<file path="src/rtl/i2c_rdport_pkg.sv">
package i2c_rdport_pkg;

   // Address bits whose position the behaviour depends on
   localparam int unsigned BIT_SCL_SEL = 0;
   localparam int unsigned BIT_SDA_SEL = 1;
   localparam int unsigned BIT_QUAL_HI = 4;   // must be 1
   localparam int unsigned BIT_QUAL_LO = 5;   // must be 0
   localparam int unsigned BIT_QUAL_TOP = 14; // must be 0

   typedef struct packed {
      logic scl;
      logic sda_low;
   } line_state_t;

   localparam line_state_t LINES_RELEASED = '{scl: 1'b1, sda_low: 1'b0};

   function automatic logic window_match(input logic top_bit,
                                         input logic lo_bit,
                                         input logic hi_bit,
                                         input logic strobe_on,
                                         input logic dec_on);
      return !top_bit && !lo_bit && hi_bit && strobe_on && dec_on;
   endfunction

endpackage

</file>
<file path="src/rtl/i2c_rdport_capture.sv">
module i2c_rdport_capture
   import i2c_rdport_pkg::*;
#(
   parameter int unsigned ADDR_W     = 16,
   parameter bit          STROBE_POL = 1'b1
) (
   input  logic              clk,
   input  logic              rst_n,
   input  logic [ADDR_W-1:0] bus_addr,
   input  logic              rom_oe,
   input  logic              fine_dec,
   output logic              hit,
   output logic              sel_scl,
   output logic              sel_sda
);

   logic strobe_q, dec_q, top_q, lo_q, hi_q, scl_q, sda_q;

   always_ff @(posedge clk or negedge rst_n) begin
      if (!rst_n) begin
         strobe_q <= 1'b0;
         dec_q    <= 1'b0;
         top_q    <= 1'b1;
         lo_q     <= 1'b1;
         hi_q     <= 1'b0;
         scl_q    <= 1'b1;
         sda_q    <= 1'b1;
      end else begin
         strobe_q <= (rom_oe == STROBE_POL);
         dec_q    <= fine_dec;
         top_q    <= bus_addr[BIT_QUAL_TOP];
         lo_q     <= bus_addr[BIT_QUAL_LO];
         hi_q     <= bus_addr[BIT_QUAL_HI];
         scl_q    <= bus_addr[BIT_SCL_SEL];
         sda_q    <= bus_addr[BIT_SDA_SEL];
      end
   end

   assign hit     = window_match(top_q, lo_q, hi_q, strobe_q, dec_q);
   assign sel_scl = scl_q;
   assign sel_sda = sda_q;

   logic unused_addr_bits;
   assign unused_addr_bits = ^bus_addr;

endmodule

</file>
<file path="src/rtl/i2c_rdport_sync.sv">
module i2c_rdport_sync #(
   parameter int unsigned STAGES = 2
) (
   input  logic clk,
   input  logic rst_n,
   input  logic d,
   output logic q
);

   logic [STAGES-1:0] chain;

   genvar i;
   generate
      for (i = 0; i < STAGES; i++) begin : g_stage
         always_ff @(posedge clk or negedge rst_n) begin
            if (!rst_n) chain[i] <= 1'b1;
            else if (i == 0) chain[i] <= d;
            else chain[i] <= chain[(i == 0) ? 0 : i-1];
         end
      end
   endgenerate

   assign q = chain[STAGES-1];

endmodule

</file>
<file path="src/rtl/i2c_rdport_latch.sv">
module i2c_rdport_latch
   import i2c_rdport_pkg::*;
(
   input  logic        clk,
   input  logic        rst_n,
   input  logic        hit,
   input  logic        sel_scl,
   input  logic        sel_sda,
   output line_state_t lines
);

   logic hit_prev;

   always_ff @(posedge clk or negedge rst_n) begin
      if (!rst_n) begin
         lines    <= LINES_RELEASED;
         hit_prev <= 1'b0;
      end else begin
         hit_prev <= hit;
         if (hit && !hit_prev) begin
            lines.scl     <= sel_scl;
            lines.sda_low <= ~sel_sda;
         end
      end
   end

endmodule

</file>
<file path="src/rtl/i2c_rdport.sv">
module i2c_rdport
   import i2c_rdport_pkg::*;
#(
   parameter int unsigned ADDR_W      = 16,
   parameter int unsigned DATA_W      = 8,
   parameter int unsigned SYNC_STAGES = 2,
   parameter bit          STROBE_POL  = 1'b1
) (
   input  logic              clk,
   input  logic              rst_n,
   input  logic [ADDR_W-1:0] bus_addr,
   input  logic              rom_oe,
   input  logic              fine_dec,
   input  logic              sda_in,
   output logic              scl_out,
   output logic              sda_drive_low,
   output logic [DATA_W-1:0] dbus_out,
   output logic [DATA_W-1:0] dbus_oe
);

   localparam int unsigned UPPER_W = DATA_W - 1;

   generate
      if (ADDR_W <= BIT_QUAL_TOP) begin : g_bad_addr_w
         $error("i2c_rdport: ADDR_W too small for qualifier bits");
      end
      if (DATA_W < 2) begin : g_bad_data_w
         $error("i2c_rdport: DATA_W must be at least 2");
      end
      if (SYNC_STAGES < 1) begin : g_bad_sync
         $error("i2c_rdport: SYNC_STAGES must be at least 1");
      end
   endgenerate

   logic        hit, sel_scl, sel_sda, sda_sensed;
   line_state_t lines;

   i2c_rdport_capture #(
      .ADDR_W     (ADDR_W),
      .STROBE_POL (STROBE_POL)
   ) u_capture (
      .clk      (clk),
      .rst_n    (rst_n),
      .bus_addr (bus_addr),
      .rom_oe   (rom_oe),
      .fine_dec (fine_dec),
      .hit      (hit),
      .sel_scl  (sel_scl),
      .sel_sda  (sel_sda)
   );

   i2c_rdport_latch u_latch (
      .clk     (clk),
      .rst_n   (rst_n),
      .hit     (hit),
      .sel_scl (sel_scl),
      .sel_sda (sel_sda),
      .lines   (lines)
   );

   i2c_rdport_sync #(
      .STAGES (SYNC_STAGES)
   ) u_sda_sync (
      .clk   (clk),
      .rst_n (rst_n),
      .d     (sda_in),
      .q     (sda_sensed)
   );

   assign scl_out       = lines.scl;
   assign sda_drive_low = lines.sda_low;
   assign dbus_out      = {{UPPER_W{1'b0}}, sda_sensed};
   assign dbus_oe       = {{UPPER_W{1'b0}}, hit};

endmodule

</file>
<file path="config.mk">
export PLATFORM = sky130hd
export DESIGN_NAME = i2c_rdport
export DESIGN_NICKNAME = d
export VERILOG_FILES = /design/src/rtl/i2c_rdport_pkg.sv /design/src/rtl/i2c_rdport_capture.sv /design/src/rtl/i2c_rdport_sync.sv /design/src/rtl/i2c_rdport_latch.sv /design/src/rtl/i2c_rdport.sv
export SDC_FILE = /design/constraint.sdc
export NUM_CORES = 1
export LEC_CHECK = 0
export ABC_AREA = 1
export BUFFER_PORTS_ARGS = -buffer_cell sky130_fd_sc_hd__buf_2
export CORE_AREA = 2 2 39 41
export CTS_BUF_LIST = sky130_fd_sc_hd__clkbuf_2 sky130_fd_sc_hd__clkbuf_4 sky130_fd_sc_hd__clkbuf_8
export CTS_CLUSTER_SIZE = 30
export DETAILED_ROUTE_END_ITERATION = 7
export DIE_AREA = 0 0 41 43
export PLACE_DENSITY_LB_ADDON = 0.3
export RECOVER_POWER = 25
export SYNTH_ARGS = -nofsm -noshare
export SYNTH_HDL_FRONTEND = slang
export SYNTH_SLANG_ARGS = --single-unit
</file>
<file path="constraint.sdc">
create_clock -name clk -period 2.45 [get_ports clk]
set_input_delay 0.3675 -clock clk [delete_from_list [all_inputs] [get_ports clk]]
set_output_delay 0.3675 -clock clk [all_outputs]
set_load 0.05 [all_outputs]
</file>
==> results.sh <==
export IMPL_clk_latency_ns=0.26
export IMPL_grt_pass1_wl_um=793
export IMPL_layout_min_cycle_time_ns=1.54
export IMPL_rows=14
export IMPL_post_place_ws_ns=1.19
export IMPL_grt_ovfl_total=0
export IMPL_critPathArrivalTime_ns=1.17
export IMPL_critPathCaptureType="output port"
export IMPL_p_per_area_mw_per_mm2=839
export IMPL_h_tree_depth=1
export IMPL_vias=279
export IMPL_synth_distinct_cells=11
export IMPL_swShare=0.322
export IMPL_cts_buffers=3
export IMPL_avgSynthCellArea_um2=11.1
export IMPL_syn2layout_area_growth_pct=11.8
export IMPL_place_hpwl_um=448
export IMPL_wl_per_cell_um=7.18
export IMPL_seq_area_frac_synth=0.605
export IMPL_critical_path_slowest_cell="dfstp_2"
export IMPL_antenna_found_initial=0
export IMPL_path_clk_slew_ns=0.07
export IMPL_port_buffers=13
export IMPL_multiInputGateArea_um2=111
export IMPL_tns_ns=0
export IMPL_synth_area_um2=510
export IMPL_yosysWarningCount=0
export IMPL_cp_max_fo=4
export IMPL_vias_per_cell=3.62
export IMPL_drive_above_1_share=0.426
export IMPL_critPathBufInv=2
export IMPL_nets=83
export IMPL_ant_nets=0
export IMPL_whs_ns=0.196
export IMPL_maxCapViolCount=0
export IMPL_clk_path_buf_depth=2
export IMPL_io_pins=39
export IMPL_p_total_uw=478
export IMPL_grt_setup_unrepaired="false"
export IMPL_dr_pass1_iters=2
export IMPL_worst_ep_required_time_ns=2.08
export IMPL_setup_slack_ns=0.908
export IMPL_drt_total_wl_um=553
export IMPL_dieHeight_um=43
export IMPL_internal_power_uw=325
export IMPL_p_comb_frac=0.219
export IMPL_antenna_cells=0
export IMPL_die_area_mm2=0.00176
export IMPL_grtUsageTotal=0.0710
export IMPL_drv_slew=0
export IMPL_clockRootBuffer="clkbuf_4"
export IMPL_drc_errors=0
export IMPL_status="finished clean"
export IMPL_critPathMaxStageDelay_ns=0.37
export IMPL_fmax_mhz=649
export IMPL_p_sw_uw=154
export IMPL_coreArea_mm2=0.00138
export IMPL_ys_ff_latch=12
export IMPL_seqPwrFrac=0.470
export IMPL_holdCritPathClass="in -> reg"
export IMPL_p_clk_frac=0.312
export IMPL_gp_congestion=0.707
export IMPL_grt_max_degree=13
export IMPL_startpoint_type="flip-flop"
export IMPL_synth_cells=46
export IMPL_postCtsSetupBuffers=0
export IMPL_cts_tree="built"
export IMPL_drt_iter0_markers=1
export IMPL_cpLargestDelayFamily="flip-flops"
export IMPL_critPathKind="reg -> out"
export IMPL_crit_path_cell_trace="inv_1 > nand2_1 > nor2_2 > buf_2"
export IMPL_clock_sinks=12
export IMPL_die_width_um=41
export IMPL_leakage_uw=0.000311
export IMPL_regArea_um2=309
export IMPL_first_global_vias=219
export IMPL_finClkSkew_ns=0.00305
export IMPL_irDropWorstVdd_v=0.000397
export IMPL_hold_viol_final=0
export IMPL_start_util=0.369
export IMPL_setup_violations=0
export IMPL_n_fill_cell=141
export IMPL_post_route_period_util=0.629
==> final timing paths <==
kind                                      from                end  slack, ns  depth (start not counted)
setup / recovery                u_capture.lo_q         dbus_oe[0]       0.91                          4
hold / removal                     bus_addr[0]  u_capture.sel_scl       0.20                          1
setup reg to reg                u_capture.lo_q   u_latch.lines[0]       1.56                          5
hold reg to reg            u_sda_sync.chain[0]       u_sda_sync.q       0.36                          0
max in group asynchronous                rst_n     u_capture.lo_q       1.68                          2
min in group asynchronous                rst_n   u_latch.lines[0]       0.51                          2
==> cells by family (layout without fill, tap and decap cells) <==
kind of cell           after synthesis  count (layout)  share of synthesized area
buffers and inverters               21              23                      0.272
DFF                                 12              12                      0.605
other                                1              14                    0.00735
and+or+nand+nor                     12              12                      0.115
==> cell type report <==
class,instances,share of cell area
clock buffer,4,0.0636
inverter,5,0.0329
multi-input combinational,26,0.195
sequential,12,0.542
tap,16,0.0351
timing repair buffer,14,0.132
==> Yosys cell counts <==
cell type,n,area share
nand3_1,2,0.020
inv_1,5,0.037
nor2_1,1,0.0073
nand2_1,6,0.044
dfrtp_1,5,0.25
nand4_1,1,0.012
dfstp_2,7,0.36
buf_4,16,0.24
nand3_2,1,0.020
conb_1,1,0.0073
nor2_2,1,0.012
==> worst reg2reg max path, cell delays in order, from the launching register on <==
cell	delay, ns
dfstp_2	0.53
inv_1	0.03
nand2_1	0.06
nor2_2	0.06
nand3_1	0.06
nand2_1	0.05
==> state kept, by name (all words and copies together), names as in the netlist <==
| signal | cells |
|---|---|
| u_capture.dec_q | 1 |
| u_capture.hi_q | 1 |
| u_capture.lo_q | 1 |
| u_capture.sel_scl | 1 |
| u_capture.sel_sda | 1 |
| u_capture.strobe_q | 1 |
| u_capture.top_q | 1 |
| u_latch.hit_prev | 1 |
| u_latch.lines | 2 |
| u_sda_sync.chain | 1 |
| u_sda_sync.q | 1 |
==> per-layer routing <==
metal  wire (um)  GRT usage
met5           0          0
met4           6     0.0800
met3          63     0.0157
met2         288      0.103
met1         194     0.0732
==> power by group through the flow <==
stage | Combinational [uW] | Sequential [uW] | Clock [uW]
2_1_floorplan | 78.4 | 253 | 0
5_1_grt | 111 | 227 | 160
4_1_cts | 105 | 225 | 155
6_report | 105 | 225 | 149
3_5_place_dp | 104 | 228 | 0
3_3_place_gp | 103 | 228 | 0
==> cell usage in the layout, fill, tap and decap left out, drive strengths merged <==
cell type | netlist | layout
dfrtp | 5 | 5
nand3 | 3 | 3
dlygate4sd3 | 0 | 1
nand4 | 1 | 1
dfstp | 7 | 7
clkbuf | 0 | 4
nand2 | 6 | 6
inv | 5 | 5
conb | 1 | 14
buf | 16 | 13
nor2 | 2 | 2
==> repair_timing <==
action	4_1_cts	5_1_grt
hold buffers	1	0
gates resized for setup	0	0
hold endpoints to repair	5	0
endpoints found under the setup margin	0	0
==> per-stage QoR <==
stage / area (um2) / utilization / instances
finish: 571 / 0.412 / 77
global route: 571 / 0.412 / 77
CTS: 571 / 0.412 / 77
detailed placement: 524 / 0.379 / 72
global placement: 524 / 0.379 / 72
floorplan: 559 / - / 59
(Power assumes the default switching activity.)
